==> src/rtl/ser8_pkg.sv <==
package ser8_pkg;

   // Pipeline depth from the capture register to ser_out: one group-stage
   // register followed by the output flop.
   localparam int unsigned SER_LAT = 2;

   // Which half feeds the interleaver in a given bit slot.
   typedef enum logic {
      PICK_ODD  = 1'b0,
      PICK_EVEN = 1'b1
   } half_sel_e;

   // Group selection implementation variants.
   typedef enum int {
      GSEL_INDEX = 0,
      GSEL_ANDOR = 1
   } gsel_style_e;

endpackage

==> src/rtl/ser8_clkdiv.sv <==
module ser8_clkdiv
   import ser8_pkg::*;
#(
   parameter int LANES    = 8,
   parameter bit COMP_REG = 1'b1,
   localparam int PH_W    = $clog2(LANES),
   localparam int SLOW_W  = PH_W - 1
) (
   input  logic              clk,
   input  logic              rst,
   output logic              half_q,
   output logic [SLOW_W-1:0] slow_q,
   output logic              word_ld,
   output logic              grp_ld,
   output half_sel_e         pick,
   output logic              wclk_p,
   output logic              wclk_n
);

   logic [PH_W-1:0] phase;
   logic            wp_q;
   logic            wp_d;

   // First stage: divide by two.
   always_ff @(posedge clk) begin
      if (rst) half_q <= 1'b0;
      else     half_q <= ~half_q;
   end

   // Second stage: divide the half-rate clock by the group size.
   always_ff @(posedge clk) begin
      if (rst)         slow_q <= '0;
      else if (half_q) slow_q <= slow_q + 1'b1;
   end

   assign phase   = {slow_q, half_q};
   assign word_ld = (phase == PH_W'(LANES - 1));
   assign grp_ld  = ~half_q;
   assign pick    = half_q ? PICK_EVEN : PICK_ODD;

   // Word clock: rises halfway through the word period, falls on the last slot.
   always_comb begin
      wp_d = wp_q;
      if (phase == PH_W'(LANES / 2 - 1)) wp_d = 1'b1;
      if (phase == PH_W'(LANES - 1))     wp_d = 1'b0;
   end

   always_ff @(posedge clk) begin
      if (rst) wp_q <= 1'b0;
      else     wp_q <= wp_d;
   end

   assign wclk_p = wp_q;

   generate
      if (COMP_REG) begin : g_comp_flop
         logic wn_q;
         always_ff @(posedge clk) begin
            if (rst) wn_q <= 1'b1;
            else     wn_q <= ~wp_d;
         end
         assign wclk_n = wn_q;
      end else begin : g_comp_inv
         assign wclk_n = ~wp_q;
      end
   endgenerate

endmodule

==> src/rtl/ser8_grpsel.sv <==
module ser8_grpsel
   import ser8_pkg::*;
#(
   parameter int GRP   = 4,
   parameter int STYLE = GSEL_INDEX,
   localparam int SEL_W = (GRP > 1) ? $clog2(GRP) : 1
) (
   input  logic             clk,
   input  logic             rst,
   input  logic             ld,
   input  logic [SEL_W-1:0] sel,
   input  logic [GRP-1:0]   lanes,
   output logic             bit_q
);

   logic pick_bit;

   generate
      if (STYLE == GSEL_ANDOR) begin : g_andor
         always_comb begin
            pick_bit = 1'b0;
            for (int i = 0; i < GRP; i++) begin
               pick_bit = pick_bit | (lanes[i] & (sel == SEL_W'(i)));
            end
         end
      end else begin : g_index
         assign pick_bit = lanes[sel];
      end
   endgenerate

   // Half-rate register: updated once per pair of bit slots.
   always_ff @(posedge clk) begin
      if (rst)     bit_q <= 1'b0;
      else if (ld) bit_q <= pick_bit;
   end

endmodule

==> src/rtl/ser8_ilv.sv <==
module ser8_ilv
   import ser8_pkg::*;
(
   input  logic      clk,
   input  logic      rst,
   input  half_sel_e pick,
   input  logic      even_bit,
   input  logic      odd_bit,
   output logic      ser_q
);

   logic mux_bit;

   assign mux_bit = (pick == PICK_EVEN) ? even_bit : odd_bit;

   // Full-rate output flop.
   always_ff @(posedge clk) begin
      if (rst) ser_q <= 1'b0;
      else     ser_q <= mux_bit;
   end

endmodule

==> src/rtl/ser8_tree.sv <==
module ser8_tree
   import ser8_pkg::*;
#(
   parameter int LANES     = 8,
   parameter int GSEL      = GSEL_INDEX,
   parameter bit COMP_REG  = 1'b1
) (
   input  logic             clk,
   input  logic             rst,
   input  logic [LANES-1:0] word_in,
   output logic             ser_out,
   output logic             wclk_p,
   output logic             wclk_n
);

   localparam int HALVES = 2;
   localparam int GRP    = LANES / HALVES;
   localparam int PH_W   = $clog2(LANES);
   localparam int SLOW_W = PH_W - 1;

   generate
      if (LANES < 4 || (LANES & (LANES - 1)) != 0) begin : g_bad_lanes
         $error("ser8_tree: LANES must be a power of two of at least 4");
      end
      if (LANES > 64) begin : g_big_lanes
         $error("ser8_tree: LANES above 64 not supported");
      end
      if (GSEL != GSEL_INDEX && GSEL != GSEL_ANDOR) begin : g_bad_style
         $error("ser8_tree: unknown GSEL style");
      end
   endgenerate

   logic                         half_q;
   logic [SLOW_W-1:0]            slow_q;
   logic                         word_ld;
   logic                         grp_ld;
   half_sel_e                    pick;
   logic [LANES-1:0]             cap_q;
   logic [HALVES-1:0][GRP-1:0]   half_lanes;
   logic [HALVES-1:0]            grp_bit;

   ser8_clkdiv #(
      .LANES   (LANES),
      .COMP_REG(COMP_REG)
   ) u_div (
      .clk    (clk),
      .rst    (rst),
      .half_q (half_q),
      .slow_q (slow_q),
      .word_ld(word_ld),
      .grp_ld (grp_ld),
      .pick   (pick),
      .wclk_p (wclk_p),
      .wclk_n (wclk_n)
   );

   // Word capture on the falling edge of the divided word clock.
   always_ff @(posedge clk) begin
      if (rst)          cap_q <= '0;
      else if (word_ld) cap_q <= word_in;
   end

   // Split lanes: half 0 carries even lanes, half 1 carries odd lanes.
   generate
      for (genvar h = 0; h < HALVES; h++) begin : g_half
         for (genvar k = 0; k < GRP; k++) begin : g_lane
            assign half_lanes[h][k] = cap_q[HALVES * k + h];
         end
         ser8_grpsel #(
            .GRP  (GRP),
            .STYLE(GSEL)
         ) u_grp (
            .clk  (clk),
            .rst  (rst),
            .ld   (grp_ld),
            .sel  (slow_q),
            .lanes(half_lanes[h]),
            .bit_q(grp_bit[h])
         );
      end
   endgenerate

   ser8_ilv u_ilv (
      .clk     (clk),
      .rst     (rst),
      .pick    (pick),
      .even_bit(grp_bit[0]),
      .odd_bit (grp_bit[1]),
      .ser_q   (ser_out)
   );

   // half_q is consumed by the divider outputs; keep it referenced here.
   logic unused_ok;
   assign unused_ok = half_q;

endmodule

==> config.mk <==
export PLATFORM = sky130hd
export DESIGN_NAME = ser8_tree
export DESIGN_NICKNAME = d
export VERILOG_FILES = /design/src/rtl/ser8_pkg.sv /design/src/rtl/ser8_clkdiv.sv /design/src/rtl/ser8_grpsel.sv /design/src/rtl/ser8_ilv.sv /design/src/rtl/ser8_tree.sv
export SDC_FILE = /design/constraint.sdc
export NUM_CORES = 1
export LEC_CHECK = 0
export BUFFER_PORTS_ARGS = -buffer_cell sky130_fd_sc_hd__buf_2
export CAP_MARGIN = 20
export CORE_MARGIN = 10
export CORE_UTILIZATION = 45
export DETAILED_ROUTE_END_ITERATION = 8
export PLACE_DENSITY = 0.7
export SETUP_SLACK_MARGIN = 0.4
export SYNTH_ARGS = -nofsm -noshare
export SYNTH_HDL_FRONTEND = slang
export SYNTH_HIERARCHICAL = 1
export SYNTH_SLANG_ARGS = --single-unit
export TNS_END_PERCENT = 20
==> constraint.sdc <==
create_clock -name clk -period 1.25 [get_ports clk]
set_input_delay 0.1875 -clock clk [delete_from_list [all_inputs] [get_ports clk]]
set_output_delay 0.1875 -clock clk [all_outputs]
set_load 0.03 [all_outputs]
After elaboration in Yosys (flattened, before gate mapping)
Index checks and enable logic that the tools add are counted.
Widths: inputs -> output; s select.
- register bits after elaboration: 16
- bits of input ports: 10
- output and inout bits: 3
- word-level logic and storage cells: 22
- add/subtract/negate cells: 1
- $lt $le $gt $ge: 1
- eq/ne operators: 2
- muxes and demuxes: 8
- bitwise operators: 2
- operators by type and width (operator ; number):
    $mux 1 ; 6
    $bmux 1 s2 ; 2
    $eq 3x2->1 const B ; 1
    $eq 3x3->1 const B ; 1
    $lt 2x3->1 const B ; 1
    $add 2x1->2 const B ; 1
    $not 1->1 ; 2

Logic depth before layout (Yosys ltp)
Gate-level depths: netlist of run 1.
- depth after elaboration: 4
- mapped depth: 5
- gate-level depth less buffers: 3

By module
Netlist of run 1, hierarchy kept.
- modules (own cells, without submodules) (module ; instances ; cells an instance ; area an instance (um^2)):
    ser8_tree ; 1 ; 26 ; 285.3
    ser8_clkdiv ; 1 ; 18 ; 182.7
    ser8_grpsel ; 2 ; 7 ; 73.8
    ser8_ilv ; 1 ; 3 ; 33.8

Worst setup path after synthesis of run 1
No wires, ideal clock.
- kind: register to register
- from: register u_div.half_q
- to: register g_half[0].u_grp.bit_q
- data arrival time: 1.063 ns
- required time: 1.168 ns
- setup slack: 0.104 ns
- cell stages (with the launch flop): 5
- clock period less this slack: 1.146 ns
- cell sequence: dfxtp_1 > clkbuf_2 > inv_1 > or3b_2 > o221ai_1
- RTL lines (what ; RTL line ; RTL):
    start, declared ; ser8_clkdiv.sv:11 ; output logic half_q,
    start signal, assigned ; ser8_clkdiv.sv:27 ; else half_q <= ~half_q;
    end signal, assigned ; ser8_grpsel.sv:34 ; else if (ld) bit_q <= pick_bit;
    end, declared ; ser8_grpsel.sv:13 ; output logic bit_q

==> results of run 1 <==
==> layer usage <==
metal | share of wire | global-route usage | vias up
li1 | - | - | 250
met5 | 0 | 0 | -
met3 | 0.069 | 0.0523 | 2
met4 | 0.0062 | 0.0302 | 0
met2 | 0.47 | 0.137 | 10
met1 | 0.45 | 0.0836 | 220
==> worst paths after layout <==
check | cells after the start | end
setup / recovery | 3 | g_half[1].u_grp/bit_q
hold / removal | 3 | cap_q[7]
setup reg to reg | 3 | g_half[1].u_grp/bit_q
hold reg to reg | 2 | cap_q[7]
==> critical path: stages (launching register included) <==
cell and delay (ns):
dfxtp_4 0.37, inv_4 0.08, or3b_1 0.37, o221ai_2 0.16
==> report_power, final <==
group | total, W | internal (W) | leakage [nW] | switching (W)
registers | 0.000538 | 0.000523 | 0.131 | 0.0000152
clock network | 0.000255 | 0.000112 | 0.0138 | 0.000143
logic | 0.000106 | 0.0000558 | 0.161 | 0.0000497
total | 0.000898 | 0.000690 | 0.306 | 0.000208
==> sequential cells by signal, indices dropped and copies added, names as in the netlist, named ones only <==
signal / cells
u_div/wclk_n: 1
u_div/slow_q: 2
cap_q: 8
g_half.u_grp/bit_q: 2
u_div/half_q: 1
u_ilv/ser_q: 1
==> final cells by class <==
| cell class | instances | area [sq um] | share of cell area |
|---|---|---|---|
| Timing Repair Buffer | 18 | 105 | 0.130 |
| Sequential cell | 16 | 329 | 0.406 |
| Clock buffer | 3 | 22.5 | 0.0278 |
| Multi-Input combinational cell | 41 | 329 | 0.406 |
| Tap cell | 15 | 18.8 | 0.0231 |
| Inverter | 1 | 6.26 | 0.00772 |
==> repair_timing <==
| item | in CTS | in global routing |
|---|---|---|
| buffers inserted | 3 | 2 |
| pin swaps | 1 | 2 |
| setup endpoints to repair | 16 | 17 |
| resized for setup | 7 | 2 |
| endpoints found under the hold margin | 0 | 0 |
| cloned | 1 | 0 |
==> synthesized netlist by cell type <==
cell	number	area share
or3_1	1	0.0096
o221ai_1	2	0.027
a21oi_1	2	0.015
nor2_1	11	0.064
xnor2_1	1	0.013
mux2i_1	13	0.20
inv_1	1	0.0058
nand3b_1	3	0.035
a21bo_2	1	0.015
and3_4	1	0.017
buf_1	1	0.0058
buf_4	1	0.012
dfxtp_1	16	0.49
buf_6	1	0.017
or3b_2	2	0.027
clkbuf_2	1	0.0077
or3b_1	2	0.027
nor3_1	1	0.0077
==> cells by family (layout without fill, tap and decap cells) <==
group           Yosys count  count (layout)  synth area share
compound gates            5               5            0.0578
xor+xnor                  1               1            0.0135
buf+inv                   5              22            0.0482
flops                    16              16             0.493
mux                      13              13             0.200
simple gates             21              22             0.187
==> metrics by stage <==
stage / cells / power (W) / instance area, sq um / hold WS [ns] / util
final: 94 / 0.000898 / 811 / 0.147 / 0.608
after global routing: 94 / 0.000955 / 811 / 0.137 / 0.608
after CTS: 92 / 0.000898 / 787 / 0.141 / 0.590
after detailed placement: 85 / 0.000627 / 712 / 0.434 / 0.534
after global placement: 85 / 0.000625 / 712 / 0.424 / 0.534
after floorplan: 61 / 0.000603 / 662 / 0.247 / -
==> cell usage in the layout, fill, tap and decap left out, drive strengths merged <==
master and instances:
a21oi 2, a21bo 1, clkbuf 3, and3 2, or3 1, nor3 1
nand3b 3, o221ai 2, dfxtp 16, xnor2 1, or3b 4, buf 18
inv 1, nor2 11, mux2i 13
==> metrics.yaml, run 1 <==
grt_max_degree: 21
yosys_register_bits: 16
powerDensity_nw_per_um2: 1110
setup_viol: 0
critPathArrivalTime_ns: 1.25
min_from: "word_in[7]"
seq_area_frac_synth: 0.493
clk_pin_slew_ns: 0.08
cts.path.max_buffers: 2
synth_area_per_cell_sq_um: 10.6
relSlewSlack: 0.786
final_hold_viol_count: 0
cts_hold_buffers: 0
numPortBuffers: 12
firstDrtPassIters: 2
clock-sinks: 16
setup_tns_ns: 0
fin_crit_sh: 0.833
grt_pass1_vias: 528
critical_path_class: "flop to flop"
h-tree-depth: 1
syn_area_sq_um: 649
cp-end-kind: "flop"
numCtsBuffers: 3
grt_overflow: 0
grt_pass1_wl_microns: 2200
ant_nets: 0
cp_data_required_time_ns: 1.46
worstMarginPinSlew_ns: 0.321
die_x_microns: 58.0
crit_path_start: "u_div/half_q"
yosysWarnings: 6
peakVddDrop_v: 0.000674
insertion_delay_ns: 0.27
vias_per_cell: 5.13
core_area_sq_um: 1330
synth.distinct_cells: 18
pin_count: 13
syn-instance-count: 61
drt_wl_total_microns: 1300
cts_tree: "yes"
syn_nets: 71
drc: 0
power.leakage_nw: 0.306
max_freq_ghz: 0.960
antenna_cells: 0
skew_ns: 0.00153
die-area_sq_um: 3360
drt_iter0_drc: 1
period_needed_ns: 1.04
nNetsFinal: 91
final.setup.worst_slack_ns: 0.209
fp-row-count: 13
cts_root_buffer: "clkbuf_4"
final-max-slew-violation-count: 0
num_vias: 482
hpwl_microns: 829
rsz0062_at_grt: "yes"
status: "finished clean"
min_path_type: "input port to flop"
syn_to_final_growth_pct: 24.9
antenna_found_initial: 0
track_usage: 0.0832
gp_congestion: 0.677
avgRoutedWirePerCell_microns: 13.8
initial_utilization: 0.487
cp-start-kind: "flop"
maxCapViolCount: 0
drive_gt1_frac: 0.418
nFillCells: 122
place_ws_ns: 0.137
worstPathMaxFanout: 6
rrSetupSlack_ns: 0.21
die_height_microns: 58.0
rr_startpoint: "u_div/half_q"
Note: power is estimated with default switching activity, not from simulation.
==> run 2: changes to the inputs <==
- ABC_AREA: unset -> 1
- CORE_UTILIZATION: 45 -> 46
- PLACE_DENSITY: 0.7 -> 0.71
- clock period: 1.25 -> 0.9 ns (I/O delays scaled with it)
==> metrics.yaml, run 2 <==
status: "finished clean"
rr_startpoint: "u_div/slow_q[0]"
internal-power_w: 0.00109
place_ws_ns: -0.0566
max_freq_ghz: 1.11
die-area_sq_um: 3520
skew_ns: 0.00366
slowest_delay_ns: 0.38
min_path_type: "input port to flop"
pwr-share-seq: 0.523
cp-end-kind: "flop"
place_area_sq_um: 826
grt_pass1_vias: 590
num_vias: 652
relSlewSlack: 0.825
drt_iter0_drc: 6
synth_top_cell_by_area: "dfxtp_1"
synth_top_area_frac: 0.450
period_needed_ns: 0.898
switching_share: 0.250
min_path_cells: 2
largest_reg_flops: 8
crit_family: "flip-flops"
critPathArrivalTime_ns: 1.08
setup_tns_ns: 0
vias_per_cell: 4.62
p_sw_w: 0.000363
insertion_delay_ns: 0.28
synthArstFlopShare: 0
path_cells: "buf_12 > nand2_1 > nand3_2 > nand2_2 > a21oi_2"
min_to: "u_div/half_q"
peakVddDrop_v: 0.00117
synth.distinct_cells: 12
antenna_found_initial: 0
yosys_register_bits: 16
min_from: "rst"
critical_path_buf_inv_count: 1
cts_tree: "yes"
drive_gt1_frac: 0.488
syn_to_final_growth_pct: 38.3
synth_area_leaders: "dfxtp_1 (45%), nand2_1 (15%), nor2_1 (11%)"
initial_utilization: 0.478
clock-sinks: 16
syn_area_sq_um: 712
cts.path.max_buffers: 2
final_hold_viol_count: 0
top_register: "cap_q"
worstMarginPinSlew_ns: 0.263
power.leakage_nw: 0.465
drt_wl_total_microns: 1550
final_cell_mix: "nor2_1 (18), inv_1 (16), nand2_2 (16), nand2_1 (16), dfxtp_1 (10)"
syn_nets: 115
rrSetupSlack_ns: 0.002
netlist_top_cells_count: "nand2_1 (29), nor2_1 (21), inv_1 (20), dfxtp_1 (16), nand3_1 (6)"
fin_crit_sh: 0.998
numCtsBuffers: 3
synth_ff_type: "dfxtp_1"
cts_root_buffer: "clkbuf_4"
crit_slowest_cell: "dfxtp_4"
yosysMostFrequentCell: "nand2_1"
stdcell_area_sq_um: 985
hpwl_microns: 1030
die_x_microns: 59.3
die_height_microns: 59.3
rsz0062_at_grt: "yes"
cp_data_required_time_ns: 1.08
synth_area_per_cell_sq_um: 6.78
drc: 0
final-max-slew-violation-count: 0
r2r-end: "g_half[1].u_grp/bit_q"
critical_path_class: "flop to flop"
clk_pin_slew_ns: 0.09
h-tree-depth: 1
p_clk_frac: 0.320
grt_overflow: 0
yosysWarnings: 6
pin_count: 13
top_regs: "cap_q (8), g_half.u_grp/bit_q (2), u_div/slow_q (2)"
power_frac_comb: 0.156
syn-instance-count: 105
grt_pass1_wl_microns: 2380
p_total_w: 0.00145
numPortBuffers: 12
seq_area_frac_synth: 0.450
cp-start-kind: "flop"
maxCapViolCount: 0
track_usage: 0.0868
synth_edf_count: 0
firstDrtPassIters: 5
powerDensity_nw_per_um2: 1470
rr_worst_depth: 5
fp-row-count: 14
core_area_sq_um: 1490
setup_viol: 0
nNetsFinal: 136
ant_nets: 0
worstPathMaxFanout: 7
final.setup.worst_slack_ns: 0.00220
avgRoutedWirePerCell_microns: 11.0
gp_congestion: 0.703
final_common_cell: "nor2_1"
grt_max_degree: 17
post-route-util: 0.661
antenna_cells: 0
-- run 2: cell count changes after synthesis, sizes merged, moves of 2 or more --
cell,delta
nor2,+12
nand2,+32
mux2i,-13
o221ai,-2
inv,+19
nand3b,-3
nand3,+6
o21bai,+2
or3b,-4
-- run 2: kinds of logic after synthesis --
family | count (synthesis) | share of synthesized area
DFF | 16 | 0.450
AOI/OAI and AO/OA | 5 | 0.0527
buffers and inverters | 23 | 0.148
and+or+nand+nor | 61 | 0.350
-- run 2: power by group through the flow --
stage / sequential [W] / combinational, W / clock, W
2_1_floorplan: 0.000788 / 0.0000883 / 0
3_5_place_dp: 0.000768 / 0.000181 / 0
3_3_place_gp: 0.000767 / 0.000176 / 0
4_1_cts: 0.000753 / 0.000204 / 0.000478
5_1_grt: 0.000763 / 0.000249 / 0.000506
6_report: 0.000759 / 0.000227 / 0.000465
-- run 2: repair_timing --
item,CTS,global route
buffers inserted,1,0
resized for setup,16,26
hold buffers,0,0
pin swaps,2,8
gates cloned,0,1
endpoints found under the setup margin,19,19
endpoints found under the hold margin,0,0
-- run 2: final cells by class --
class                           instances  area [sq um]
Inverter                               20          87.6
Tap cell                               16          20.0
Multi-Input combinational cell         66           359
Fill cell                             127           504
Timing Repair Buffer                   18           140
Timing Repair inverter                  1          8.76
Clock buffer                            4          36.3
Sequential cell                        16           333
-- run 2: metal layers --
layer  global-route usage  wire, microns  vias to the layer above
met3               0.0429            102                        2
met1               0.0914            611                      285
li1                     -              -                      348
met4               0.0295              9                        0
met5                    0              0                        -
met2                0.146            829                       17
-- run 2: worst max path at each step --
stage | end | cells past startpoint | slack (ns) | startpoint
finish | g_half[1].u_grp/bit_q | 5 | 0.002 | u_div/slow_q[0]
global route | cap_q[4] | 4 | -0.08 | u_div/slow_q[0]
CTS | wclk_p | 1 | 0.007 | flop
detailed placement | cap_q[1] | 5 | -0.06 | u_div/slow_q[0]
global placement | cap_q[6] | 5 | -0.03 | u_div/slow_q[0]
floorplan | cap_q[6] | 7 | -0.08 | u_div/slow_q[0]
-- run 2: metrics by stage --
stage	std cells	hold slack, ns
2_1_floorplan	105	0.192
3_3_place_gp	135	0.363
3_5_place_dp	135	0.366
4_1_cts	140	0.0605
5_1_grt	141	0.0657
6_report	141	0.0699
-- run 2: worst reg2reg max path, stage by stage (launching register included) --
cell and delay (ns):
dfxtp_4 0.38, buf_12 0.14, nand2_1 0.07, nand3_2 0.08
nand2_2 0.08, a21oi_2 0.05
==> run 3: changes to the inputs <==
- ABC_AREA: 1 -> unset
- CORE_UTILIZATION: 46 -> 45
- PLACE_DENSITY: 0.71 -> 0.7
==> metrics.yaml, run 3 (synthesized netlist as in run 1, its figures left out) <==
status: "complete, but fails checks"
violations: "setup timing"
final_hold_viol_count: 0
cp_data_required_time_ns: 1.11
cp-end-kind: "flop"
gr-usage-met1: 0.103
final-max-slew-violation-count: 0
rsz0062_at_grt: "yes"
drc: 0
final_cell_mix: "mux2i_1 (13), nor2_1 (11), dfxtp_1 (10)"
hpwl_microns: 893
critPathArrivalTime_ns: 1.26
die_x_microns: 58.0
crit_path_start: "u_div/half_q"
numCtsBuffers: 3
path_cells: "inv_4 > or3b_4 > o221ai_2"
grt_pass1_wl_microns: 2230
clk_pin_slew_ns: 0.09
core_area_sq_um: 1330
antenna_cells: 0
p_total_w: 0.00137
clock-sinks: 16
max_freq_ghz: 0.954
cts.path.max_buffers: 2
rrSetupSlack_ns: -0.15
min_from: "word_in[7]"
setup_viol: 13
final_common_cell: "mux2i_1"
largest_reg_flops: 8
power.leakage_nw: 0.325
crit_cells: 3
crit_family: "flip-flops"
die-area_sq_um: 3360
fp-row-count: 13
top_register: "cap_q"
insertion_delay_ns: 0.28
slowest_delay_ns: 0.38
powerDensity_nw_per_um2: 1590
h-tree-depth: 1
fin_cells: 97
cts_root_buffer: "clkbuf_4"
firstDrtPassIters: 2
grt_max_degree: 11
met2_usage: 0.118
multi_input_area_sq_um: 330
initial_utilization: 0.487
min_to: "cap_q[7]"
drt_wl_total_microns: 1340
cts_tree: "yes"
critical_path_buf_inv_count: 1
cp-start-kind: "flop"
nNetsFinal: 93
worstMarginPinSlew_ns: 0.227
rr_worst_depth: 3
drive_gt1_frac: 0.488
grt_overflow: 0
pin_count: 13
num_vias: 497
min_path_cells: 3
dp.cells: 91
met3_usage: 0.0305
relSlewSlack: 0.844
rr_startpoint: "u_div/half_q"
grt_pass1_vias: 502
track_usage: 0.0843
drt_iter0_drc: 3
fin_crit_sh: 1.16
die_height_microns: 58.0
final.setup.worst_slack_ns: -0.148
nFillCells: 122
setup_tns_ns: -1.09
r2r-end: "g_half[1].u_grp/bit_q"
whs_ns: 0.0876
seq_area_sq_um: 333
worstPathMaxFanout: 6
vias_per_cell: 5.12
antenna_found_initial: 0
syn_to_final_growth_pct: 32.9
critical_path_class: "flop to flop"
maxCapViolCount: 0
peakVddDrop_v: 0.000875
top_regs: "cap_q (8), g_half.u_grp/bit_q (2), u_div/slow_q (2)"
min_path_type: "input port to flop"
numPortBuffers: 12
crit_slowest_cell: "dfxtp_4"
avgRoutedWirePerCell_microns: 13.8
busiest_layer: "met2"
ant_nets: 0
skew_ns: 0.00220
period_needed_ns: 1.05
gp_congestion: 0.706
==> run 3: cell count changes in the layout (fill, tap and decap cells not counted), moves of 5 or more <==
cell,previous run,this run
nor2_2,5,0
nand2_1,16,0
mux2i_1,0,13
nand2_2,16,0
inv_1,16,0
nor2_1,18,11
==> run 3: repair_timing <==
action | 4_1_cts | 5_1_grt
hold buffers | 0 | 0
resized for setup | 15 | 3
pin swaps | 3 | 3
endpoints found under the setup margin | 19 | 19
cloned | 1 | 0
setup buffers | 1 | 0
==> run 3: routing by layer <==
layer  wire length (microns)  vias to the layer above
li1                        -                      257
met1                     633                      231
met2                     609                        7
met3                      80                        2
met4                      13                        0
met5                       0                        -
==> run 3: worst max path at each step <==
stage / endpoint / slack, ns
3_5_place_dp: cap_q[5] / -0.19
3_3_place_gp: cap_q[0] / -0.16
6_report: g_half[1].u_grp/bit_q / -0.15
2_1_floorplan: cap_q[0] / -0.20
5_1_grt: g_half[1].u_grp/bit_q / -0.19
4_1_cts: g_half[1].u_grp/bit_q / -0.14
==> run 3: tightest hold or removal path: stages <==
cell and delay, ns:
buf_2 0.08, mux2i_1 0.05, nor2_1 0.07
==> run 3: power by group <==
group | internal [W] | switching, W
registers | 0.000727 | 0.0000236
clock network | 0.000246 | 0.000221
logic | 0.0000851 | 0.0000713
==> run 3: layout make-up <==
| type | count | share of cell area |
|---|---|---|
| multi-input cells | 41 | 0.383 |
| repair buffers | 20 | 0.161 |
| clock buffers | 4 | 0.0420 |
| flip-flops and latches | 16 | 0.386 |
| well taps | 15 | 0.0217 |
| inverters | 1 | 0.00725 |
==> run 3: through the flow <==
step / utilization / setup WS (ns) / instance area, sq um
after floorplan: - / -0.203 / 662
after global placement: 0.568 / -0.160 / 757
after detailed placement: 0.568 / -0.191 / 757
after CTS: 0.640 / -0.137 / 853
after global routing: 0.647 / -0.188 / 863
final: 0.647 / -0.148 / 863
